===== src/rtl/dir_pkg.sv =====
package dir_pkg;

  typedef enum logic [1:0] {
    REQ_READ  = 2'd0,
    REQ_WRITE = 2'd1,
    REQ_WBACK = 2'd2,
    REQ_NONE  = 2'd3
  } reqKind_e;

  typedef enum logic [1:0] {
    MSG_DATA      = 2'd0,
    MSG_FETCH     = 2'd1,
    MSG_FETCH_INV = 2'd2,
    MSG_INVAL     = 2'd3
  } msgKind_e;

  typedef enum logic [1:0] {
    LINE_UNCACHED = 2'd0,
    LINE_SHARED   = 2'd1,
    LINE_EXCL     = 2'd2
  } lineState_e;

  typedef enum logic [1:0] {
    DEST_REQ   = 2'd0,
    DEST_OWNER = 2'd1,
    DEST_INV   = 2'd2
  } destSel_e;

  // strobes from the sequencer to the directory datapath
  typedef struct packed {
    logic     capture;     // latch request and read its entry
    logic     loadInv;     // arm invalidation mask
    logic     popInv;      // lowest pending invalidation was accepted
    logic     commitFill;  // rewrite entry after data reply
    logic     commitEvict; // clear entry after owner writeback
    destSel_e destSel;
  } dpStrobe_t;

endpackage


===== src/rtl/dir_datapath.sv =====
module dir_datapath
  import dir_pkg::*;
#(
  parameter int NUM_CACHES = 8,
  parameter int NUM_LINES  = 16
) (
  input  logic                          clk,
  input  logic                          rstN,
  input  logic [1:0]                    reqType,
  input  logic [$clog2(NUM_LINES)-1:0]  reqLine,
  input  logic [$clog2(NUM_CACHES)-1:0] reqCache,
  input  dpStrobe_t                     strobe,
  output reqKind_e                      workKind,
  output lineState_e                    workState,
  output logic                          ownerMatch,
  output logic                          othersShare,
  output logic                          invLast,
  output logic [$clog2(NUM_LINES)-1:0]  msgLine,
  output logic [$clog2(NUM_CACHES)-1:0] msgDest
);
  localparam int ID_W   = $clog2(NUM_CACHES);
  localparam int LINE_W = $clog2(NUM_LINES);

  lineState_e            entState [NUM_LINES];
  logic [NUM_CACHES-1:0] entShare [NUM_LINES];

  logic [LINE_W-1:0]     workLine;
  logic [ID_W-1:0]       workCache;
  logic [NUM_CACHES-1:0] workShare;
  logic [NUM_CACHES-1:0] invMask;
  logic [NUM_CACHES-1:0] reqBit;
  logic [ID_W-1:0]       ownerIdx;
  logic [ID_W-1:0]       invIdx;

  assign reqBit = NUM_CACHES'(1) << workCache;

  // lowest set bit of the recorded sharers and of the pending mask
  always_comb begin
    ownerIdx = '0;
    for (int i = NUM_CACHES - 1; i >= 0; i--)
      if (workShare[i]) ownerIdx = ID_W'(i);
  end

  always_comb begin
    invIdx = '0;
    for (int i = NUM_CACHES - 1; i >= 0; i--)
      if (invMask[i]) invIdx = ID_W'(i);
  end

  assign ownerMatch  = (workState == LINE_EXCL) && (workShare == reqBit);
  assign othersShare = |(workShare & ~reqBit);
  assign invLast     = ((invMask & (invMask - NUM_CACHES'(1))) == '0);

  always_ff @(posedge clk) begin
    if (!rstN) begin
      workLine  <= '0;
      workCache <= '0;
      workKind  <= REQ_NONE;
      workState <= LINE_UNCACHED;
      workShare <= '0;
      invMask   <= '0;
      for (int i = 0; i < NUM_LINES; i++) begin
        entState[i] <= LINE_UNCACHED;
        entShare[i] <= '0;
      end
    end else begin
      if (strobe.capture) begin
        workLine  <= reqLine;
        workCache <= reqCache;
        workKind  <= reqKind_e'(reqType);
        workState <= entState[reqLine];
        workShare <= entShare[reqLine];
      end
      if (strobe.loadInv)
        invMask <= workShare & ~reqBit;
      else if (strobe.popInv)
        invMask <= invMask & ~(NUM_CACHES'(1) << invIdx);
      if (strobe.commitFill) begin
        if (workKind == REQ_WRITE) begin
          entState[workLine] <= LINE_EXCL;
          entShare[workLine] <= reqBit;
        end else begin
          entState[workLine] <= LINE_SHARED;
          entShare[workLine] <= (workState == LINE_UNCACHED) ? reqBit
                                                              : (workShare | reqBit);
        end
      end else if (strobe.commitEvict) begin
        entState[workLine] <= LINE_UNCACHED;
        entShare[workLine] <= '0;
      end
    end
  end

  assign msgLine = workLine;

  always_comb begin
    unique case (strobe.destSel)
      DEST_OWNER: msgDest = ownerIdx;
      DEST_INV:   msgDest = invIdx;
      default:    msgDest = workCache;
    endcase
  end

  // the writer never receives an invalidation for its own miss
  assert_inval_skips_writer_R6: assert property (@(posedge clk) disable iff (!rstN)
    strobe.popInv |-> (invIdx != workCache));

  // invalidations leave in ascending ID order
  assert_inval_ascending_R6: assert property (@(posedge clk) disable iff (!rstN)
    strobe.popInv |=> ((invMask == '0) || (invIdx > $past(invIdx))));

  // an exclusive entry read from the directory names exactly one cache
  assert_excl_single_owner_R7: assert property (@(posedge clk) disable iff (!rstN)
    (workState == LINE_EXCL) |-> $onehot(workShare));

endmodule


===== src/rtl/dir_control.sv =====
module dir_control
  import dir_pkg::*;
(
  input  logic       clk,
  input  logic       rstN,
  input  logic       reqValid,
  output logic       reqReady,
  output logic       msgValid,
  input  logic       msgReady,
  output logic [1:0] msgType,
  input  reqKind_e   workKind,
  input  lineState_e workState,
  input  logic       ownerMatch,
  input  logic       othersShare,
  input  logic       invLast,
  output dpStrobe_t  strobe
);
  typedef enum logic [2:0] {
    S_IDLE, S_EVAL, S_FETCH, S_FETCH_INV, S_INVAL, S_DATA
  } seqState_e;

  seqState_e state, stateNext;
  msgKind_e  kind;

  assign reqReady = (state == S_IDLE);
  assign msgType  = kind;

  always_comb begin
    stateNext = state;
    strobe    = '0;
    msgValid  = 1'b0;
    kind      = MSG_DATA;
    strobe.destSel = DEST_REQ;
    unique case (state)
      S_IDLE: begin
        strobe.capture = reqValid;
        if (reqValid) stateNext = S_EVAL;
      end
      S_EVAL: begin
        unique case (workKind)
          REQ_READ:
            stateNext = (workState == LINE_EXCL) ? S_FETCH : S_DATA;
          REQ_WRITE: begin
            if (workState == LINE_EXCL)
              stateNext = S_FETCH_INV;
            else if (workState == LINE_SHARED && othersShare) begin
              strobe.loadInv = 1'b1;
              stateNext      = S_INVAL;
            end else
              stateNext = S_DATA;
          end
          REQ_WBACK: begin
            strobe.commitEvict = ownerMatch;
            stateNext          = S_IDLE;
          end
          default: stateNext = S_IDLE;
        endcase
      end
      S_FETCH: begin
        msgValid       = 1'b1;
        kind           = MSG_FETCH;
        strobe.destSel = DEST_OWNER;
        if (msgReady) stateNext = S_DATA;
      end
      S_FETCH_INV: begin
        msgValid       = 1'b1;
        kind           = MSG_FETCH_INV;
        strobe.destSel = DEST_OWNER;
        if (msgReady) stateNext = S_DATA;
      end
      S_INVAL: begin
        msgValid       = 1'b1;
        kind           = MSG_INVAL;
        strobe.destSel = DEST_INV;
        strobe.popInv  = msgReady;
        if (msgReady && invLast) stateNext = S_DATA;
      end
      S_DATA: begin
        msgValid          = 1'b1;
        kind              = MSG_DATA;
        strobe.commitFill = msgReady;
        if (msgReady) stateNext = S_IDLE;
      end
      default: stateNext = S_IDLE;
    endcase
  end

  always_ff @(posedge clk) begin
    if (!rstN) state <= S_IDLE;
    else       state <= stateNext;
  end

  // a stalled message is not withdrawn or altered
  assert_msg_held_R11: assert property (@(posedge clk) disable iff (!rstN)
    (msgValid && !msgReady) |=> (msgValid && $stable(msgType) && $stable(strobe.destSel)));

  // requests are only taken when no message is in flight
  assert_no_msg_when_ready_R10: assert property (@(posedge clk) disable iff (!rstN)
    reqReady |-> !msgValid);

  // an accepted request closes the request port on the next cycle
  assert_stall_after_accept_R10: assert property (@(posedge clk) disable iff (!rstN)
    (reqValid && reqReady) |=> !reqReady);

endmodule


===== src/rtl/dir_coherence_ctrl.sv =====
module dir_coherence_ctrl
  import dir_pkg::*;
#(
  parameter int NUM_CACHES = 8,
  parameter int NUM_LINES  = 16
) (
  input  logic                          clk,
  input  logic                          rstN,
  input  logic                          reqValid,
  output logic                          reqReady,
  input  logic [1:0]                    reqType,
  input  logic [$clog2(NUM_LINES)-1:0]  reqLine,
  input  logic [$clog2(NUM_CACHES)-1:0] reqCache,
  output logic                          msgValid,
  input  logic                          msgReady,
  output logic [1:0]                    msgType,
  output logic [$clog2(NUM_LINES)-1:0]  msgLine,
  output logic [$clog2(NUM_CACHES)-1:0] msgDest
);
  dpStrobe_t  strobe;
  reqKind_e   workKind;
  lineState_e workState;
  logic       ownerMatch;
  logic       othersShare;
  logic       invLast;

  dir_control u_ctrl (
    .clk(clk), .rstN(rstN),
    .reqValid(reqValid), .reqReady(reqReady),
    .msgValid(msgValid), .msgReady(msgReady), .msgType(msgType),
    .workKind(workKind), .workState(workState),
    .ownerMatch(ownerMatch), .othersShare(othersShare), .invLast(invLast),
    .strobe(strobe)
  );

  dir_datapath #(.NUM_CACHES(NUM_CACHES), .NUM_LINES(NUM_LINES)) u_dp (
    .clk(clk), .rstN(rstN),
    .reqType(reqType), .reqLine(reqLine), .reqCache(reqCache),
    .strobe(strobe),
    .workKind(workKind), .workState(workState),
    .ownerMatch(ownerMatch), .othersShare(othersShare), .invLast(invLast),
    .msgLine(msgLine), .msgDest(msgDest)
  );

  // destination and line hold while the network stalls
  assert_dest_held_R11: assert property (@(posedge clk) disable iff (!rstN)
    (msgValid && !msgReady) |=> ($stable(msgDest) && $stable(msgLine)));

endmodule


===== config.mk =====
export PLATFORM = sky130hd
export DESIGN_NAME = dir_coherence_ctrl
export DESIGN_NICKNAME = d
export VERILOG_FILES = /design/src/rtl/dir_pkg.sv /design/src/rtl/dir_datapath.sv /design/src/rtl/dir_control.sv /design/src/rtl/dir_coherence_ctrl.sv
export SDC_FILE = /design/constraint.sdc
export NUM_CORES = 1
export LEC_CHECK = 0
export BUFFER_PORTS_ARGS = -buffer_cell sky130_fd_sc_hd__buf_2
export CORE_MARGIN = 1
export CORE_UTILIZATION = 40
export CTS_CLUSTER_SIZE = 28
export DETAILED_ROUTE_END_ITERATION = 8
export SYNTH_ARGS = -nofsm -noshare
export SYNTH_HDL_FRONTEND = slang
export SYNTH_SLANG_ARGS = --single-unit

===== constraint.sdc =====
create_clock -name clk -period 6.1 [get_ports clk]
set_clock_uncertainty 0.2 [all_clocks]
set_input_delay 1.22 -clock clk [delete_from_list [all_inputs] [get_ports clk]]
set_output_delay 1.22 -clock clk [all_outputs]
set_load 0.01 [all_outputs]

==> summary.md, run 1 <==
| Metric | Value |
|---|---|
| Overall Global Routing Usage | 0.205 |
| Area leader, netlist | edfxtp_1 |
| Outcome | finished, final reports clean |
| Die Wd | 151 um |
| Num Clock Sinks | 190 |
| H-tree depth | 4 |
| First-pass GRT wire length | 33700 um |
| Std-Cell Core Area | 21900 um2 |
| Row count | 54 |
| DRC violations left | 0 |
| Area of the mapped netlist | 8930 um2 |
| Post CTS Setup Buffer Count | 0 |
| CTS Hold Bufs | 0 |
| Crit Path Class | input pin to register |
| MaxCap Viol Count | 0 |
| Post-CTS resize count | 0 |
| Fillers | 2024 |
| Seq/Total Area, Yosys | 0.605 |
| Fin Setup TNS | 0 ns |
| Detailed-route via count | 5918 |
| Rel. slew slack | 0.0944 |
| Hold Path End | u_dp.workShare[0]$_SDFFE_PN0P_ |
| Clk slew on worst S/H paths | 0.07 ns |
| Routability cong. | 0.873 |
| Register-to-register setup slack | 2.26 ns |
| Cell with the most instances after synthesis | nor2_1 |
| Fin util | 0.452 |
| Worst hold path type | register to register |
| Pwr/cell area | 299 nW/um2 |
| Clock root buffer | clkbuf_16 |
| Area added between synthesis and finish | 10.7% |
| Worst slew pin tran | 1.34 ns |
| Final ANT Viol Nets | 0 |
| R2R Path End | u_dp.entShare[5][2]$_SDFFCE_PN0P_ |
| RSZ-0062 raised after global routing | false |
| Final Power | 2.95 mW |
| Share of async-settable or async-resettable flops after synthesis | 0 |
| Largest net degree at the start of global routing | 42 |
| Top post-synthesis cells by count | 180 x nor2_1, 160 x edfxtp_1, 63 x nand2_1, 40 x mux4_2, 30 x dfxtp_1 |
| Final setup fails | 0 |
| Vias/cell | 5.71 |
| Wirelength, routed | 22000 um |
| Top post-synthesis cells by area | edfxtp_1 54%, mux4_2 10%, nor2_1 7.6% |
| HP Start | u_dp.workShare[0]$_SDFFE_PN0P_ |
| Die Height | 151 um |
| Die footprint | 22900 um2 |
| Mapped Nets | 760 |
| GRT overflow | 0 |
| Nets | 775 |
| CP Capture Type | register |
| Post-synth top flop | edfxtp_1 |
| Final Max Slew Viols | 0 |
| Final period util | 0.647 |
| Crit start category | input pin |
| Ant diodes | 0 |
| Final non-filler cell total | 1036 |
| Post-synth EDFFs | 160 |
| Final Hold Vio Count | 0 |
| Drt first pass iters | 5 |
| FF-to-FF path depth | 7 |
| Hold depth | 2 |
| Peak VDD IR | 0.176 mV |
| Flops & latches, synth | 190 |
| Placed instance count | 1004 |
| Critical Path RT | 5.94 ns |
| Antenna violations before repair | 0 |
| Ys Warns | 0 |
| Yosys cell types | 54 |
| PortBufs | 23 |
| Cell count after synthesis | 728 |
| Deepest clock path buffer count | 2 |
| Fmax achieved | 253 MHz |
| DR WL/cell | 21.2 um |
| Max FO, Critical Path | 41 |
| Worst-skew pair later-pin latency | 0.43 ns |
| Critical Path AT | 3.79 ns |
| Share of cells above drive strength 1 | 0.167 |
| Initial DRC Count | 484 |
| Syn Area/Cell | 12.3 um2 |
| Top-area cell type share of the netlist area | 0.538 |
| I/O pin total | 24 |
| HPWL after DPL | 15200 um |
| Tmin final | 3.95 ns |
| CTS Buf Count | 17 |
| Pleak | 3.37 nW |
| Initial core utilization | 0.408 |
| Vias in the first global route | 5812 |
| Reg2reg start | u_dp.workCache[0]$_SDFFE_PN0P_ |
| CTS tree | yes |
critical path, stage by stage:
cell	delay [ns]
buf_2	0.08
buf_4	0.34
and4b_1	0.34
nand2_1	0.23
o21ai_0	0.22
nand2_1	0.25
o21ai_0	1.10
placed cells by master (no fill, tap or decap), types with 3 or more instances in the layout:
master | netlist | final
clkbuf_16 | 0 | 17
nand2_1 | 63 | 63
buf_4 | 7 | 14
inv_8 | 0 | 5
buf_2 | 7 | 23
nor3_1 | 4 | 4
and2_1 | 4 | 4
nand3_1 | 21 | 21
nor3b_1 | 3 | 3
or3_1 | 9 | 9
clkinv_8 | 0 | 3
nor2b_1 | 9 | 9
or2_2 | 3 | 3
a21oi_1 | 16 | 16
inv_1 | 17 | 17
inv_6 | 0 | 3
nor2_1 | 180 | 180
o31ai_1 | 3 | 3
nand3b_1 | 4 | 4
a22o_1 | 10 | 10
a221oi_1 | 11 | 11
mux2_2 | 8 | 8
nor4_1 | 5 | 5
o21ai_0 | 25 | 24
o21ai_1 | 8 | 9
dfxtp_1 | 30 | 30
edfxtp_1 | 160 | 160
mux4_2 | 40 | 40
ha_1 | 19 | 19
metrics by stage:
step / cell area, um2 / worst slack (ns) / hold WS, ns
floorplan: 8930 / 2.82 / 0.258
global placement: 9310 / 1.99 / 0.308
detailed placement: 9310 / 1.71 / 0.307
CTS: 9890 / 2.21 / 0.317
global route: 9890 / 1.95 / 0.342
finish: 9890 / 2.15 / 0.316
final cells by class:
class	count	area, um2	area share
sequential	190	5410	0.546
timing repair buffer	37	220	0.0223
clock buffer	17	425	0.0430
tap	280	350	0.0354
inverter	17	63.8	0.00645
clock inverter	15	159	0.0161
multi-input combinational	480	3270	0.330
where the power goes:
part | switching, mW | internal (mW)
Sequential | 0.0542 | 1.46
Combinational | 0.228 | 0.125
Clock | 0.539 | 0.550
Total | 0.822 | 2.13
kinds of logic after synthesis:
group / count (synthesis) / share of synthesized area
AND/OR/NAND/NOR: 316 / 0.152
flip-flops: 190 / 0.605
XOR/XNOR: 1 / 0.000981
buffers and inverters: 58 / 0.0291
adder cells (fa/ha/maj): 20 / 0.0277
AO/OA/AOI/OAI: 93 / 0.0720
multiplexers: 50 / 0.113
per-layer routing:
metal	part of all wire	up-vias	wire length [um]	track usage
li1	-	2711	-	-
met1	0.42	2968	9290	0.267
met2	0.50	211	10900	0.345
met3	0.061	28	1340	0.0422
met4	0.019	0	410	0.0600
met5	0	-	0	0
registers in the layout, indices dropped and copies added (netlist names), 3 cells and up:
| register | flops |
|---|---|
| u_dp.workShare | 8 |
| u_dp.invMask | 8 |
| u_dp.entState | 32 |
| u_dp.msgLine | 4 |
| u_dp.workCache | 3 |
| u_ctrl.state | 3 |
| u_dp.entShare | 128 |
worst max path at each step:
| stage | startpoint | to | cells after the start |
|---|---|---|---|
| after floorplan | rstN | u_dp.entShare[14][0]$_SDFFCE_PN0P_ | 5 |
| after detailed placement | rstN | u_dp.entShare[5][7]$_SDFFCE_PN0P_ | 7 |
| after CTS | rstN | u_dp.entShare[5][2]$_SDFFCE_PN0P_ | 7 |
| after global routing | rstN | u_dp.entShare[5][2]$_SDFFCE_PN0P_ | 7 |
| final | rstN | u_dp.entShare[5][2]$_SDFFCE_PN0P_ | 7 |
| after global placement | rstN | u_dp.entShare[5][1]$_SDFFCE_PN0P_ | 7 |
Power figures use the tool's default switching activity.
==> run 2, diff against run 1 <==
==> constraint.sdc (replaced) <==
create_clock -name clk -period 4.1 [get_ports clk]
set_clock_uncertainty 0.2 [all_clocks]
set_input_delay 0.82 -clock clk [delete_from_list [all_inputs] [get_ports clk]]
set_output_delay 0.82 -clock clk [all_outputs]
set_load 0.01 [all_outputs]
==> summary.md, run 2 (same netlist as run 1, synthesis figures left out) <==
| Metric | Value |
|---|---|
| Worst slew pin tran | 0.758 ns (-0.586 ns) |
| Fmax achieved | 306 MHz |
| Post CTS Setup Buffer Count | 0 (unchanged) |
| DR WL/cell | 21.2 um (-0.18%) |
| Largest net degree at the start of global routing | 42 (unchanged) |
| Fin Setup TNS | 0 ns (unchanged) |
| Nets | 781 (+0.77%) |
| Post-CTS resize count | 0 (unchanged) |
| Critical Path AT | 3.20 ns (-0.59 ns) |
| Worst-skew pair later-pin latency | 0.43 ns (about the same) |
| PortBufs | 23 (unchanged) |
| Peak VDD IR | 0.310 mV (+76%) |
| Final non-filler cell total | 1042 (+0.58%) |
| Die Wd | 151 um (unchanged) |
| Final setup fails | 0 (unchanged) |
| Outcome | finished, final reports clean |
| Vias/cell | 5.69 (-0.32%) |
| Vias in the first global route | 5927 (+2.0%) |
| CP Capture Type | register |
| Commonest non-fill, non-tap cell in the layout | nor2_1 |
| Die footprint | 22900 um2 (unchanged) |
| Worst Hold Slack | 0.309 ns (-0.00698 ns) |
| Rel. slew slack | 0.495 (+0.400) |
| MaxCap Viol Count | 0 (unchanged) |
| Row count | 54 (unchanged) |
| Place WS | 0.968 ns (-0.742 ns) |
| Initial DRC Count | 428 (-12%) |
| Final Max Slew Viols | 0 (unchanged) |
| Die Height | 151 um (unchanged) |
| Clk slew on worst S/H paths | 0.07 ns (about the same) |
| Wirelength, routed | 22100 um (+0.40%) |
| Worst hold path type | register to register |
| First-pass GRT wire length | 33900 um (+0.74%) |
| Crit Path Class | register to register |
| Routability cong. | 0.896 (+2.6%) |
| Detailed-route via count | 5933 (+0.25%) |
| CTS Hold Bufs | 0 (unchanged) |
| Layout Cell Area excl Fill | 9980 um2 (+0.87%) |
| Setup ws final | 0.835 ns (-1.32 ns) |
| Final period util | 0.796 |
| Ant diodes | 0 (unchanged) |
| FF/Latch Area | 5410 um2 (unchanged) |
| Area added between synthesis and finish | 11.7% |
| Antenna violations before repair | 0 (unchanged) |
| Largest regs | u_dp.entShare (128), u_dp.entState (32) |
| I/O pin total | 24 (unchanged) |
| Most flop-heavy register | u_dp.entShare |
| Max reg flops | 128 (unchanged) |
| Final Hold Vio Count | 0 (unchanged) |
| CTS tree | yes |
| HPWL after DPL | 15500 um (+1.9%) |
| Pwr/cell area | 453 nW/um2 (+51%) |
| Commonest cells after routing, fill and taps aside | 180 x nor2_1, 160 x edfxtp_1, 63 x nand2_1 |
| Final ANT Viol Nets | 0 (unchanged) |
| Fillers | 2003 (-1.0%) |
| Placed instance count | 1010 (+0.60%) |
| Initial core utilization | 0.408 (unchanged) |
| Clock root buffer | clkbuf_16 |
| Share of cells above drive strength 1 | 0.172 (+0.00525) |
| Pleak | 3.41 nW (+1.2%) |
| DP Area | 9360 um2 (+0.62%) |
| Area of the multi-input gates | 3270 um2 (unchanged) |
| GRT overflow | 0 (unchanged) |
| Overall Global Routing Usage | 0.207 (+0.00161) |
| DRC violations left | 0 (unchanged) |
| Crit start category | register |
| Drt first pass iters | 6 (+1) |
| RSZ-0062 raised after global routing | false |
| Num Clock Sinks | 190 (unchanged) |
| H-tree depth | 4 (unchanged) |
| Std-Cell Core Area | 21900 um2 (unchanged) |
| Critical Path RT | 4.03 ns (-1.91 ns) |
| Tmin final | 3.26 ns |
| Max FO, Critical Path | 10 (-76%) |
| CTS Buf Count | 17 (unchanged) |
| Deepest clock path buffer count | 2 (unchanged) |
[run 2: changes by cell type in the layout (fill, tap and decap cells not counted), sizes merged]
cell      before  now
bufinv         0    2
clkinv         7    2
inv           25   26
buf           37   43
clkbuf        17   18
clkinvlp       0    1
[run 2: path summary, 6_finish.rpt]
path | start | to | slack [ns] | cells past startpoint
setup reg to reg | u_dp.workCache[2]$_SDFFE_PN0P_ | u_dp.entShare[1][4]$_SDFFCE_PN0P_ | 0.84 | 9
setup / recovery | u_dp.workCache[2]$_SDFFE_PN0P_ | u_dp.entShare[1][4]$_SDFFCE_PN0P_ | 0.84 | 9
hold / removal | u_dp.workShare[0]$_SDFFE_PN0P_ | u_dp.workShare[0]$_SDFFE_PN0P_ | 0.31 | 2
hold reg to reg | u_dp.workShare[0]$_SDFFE_PN0P_ | u_dp.workShare[0]$_SDFFE_PN0P_ | 0.31 | 2
[run 2: area by class of cell]
type / count / share of cell area
Clock buffer: 18 / 0.0430
Clock inverter: 14 / 0.0184
Sequential cell: 190 / 0.542
Multi-Input combinational cell: 480 / 0.327
Tap cell: 280 / 0.0351
Inverter: 17 / 0.00640
Timing Repair Buffer: 43 / 0.0278
[run 2: critical path, cell delays in order, from the launching register on]
cell and delay [ns]:
dfxtp_1 0.43, inv_1 0.11, or3_1 0.37, ha_1 0.29
nor3_1 0.22, nand3_1 0.09, o21ai_0 0.43, nand2_1 0.29
o21ai_0 0.28, buf_4 0.26
[run 2: per-stage QoR]
stage	util	power (mW)
after floorplan	-	2.63
after global placement	0.428	2.81
after detailed placement	0.428	2.83
after CTS	0.456	4.54
after global routing	0.456	4.67
final	0.456	4.51
[run 2: layer usage]
layer	global-route usage	routed length, um	vias to the layer above	share of wire
li1	-	-	2718	-
met1	0.255	9020	2975	0.41
met2	0.359	11200	197	0.51
met3	0.0407	1290	43	0.058
met4	0.0740	521	0	0.024
met5	0	0	-	0
[run 2: where the power goes]
| group | total (mW) | leakage (nW) | switching (mW) | internal [mW] |
|---|---|---|---|---|
| sequential | 2.25 | 1.90 | 0.0803 | 2.17 |
| clock | 1.73 | 0.297 | 0.798 | 0.933 |
| combinational | 0.534 | 1.21 | 0.343 | 0.192 |
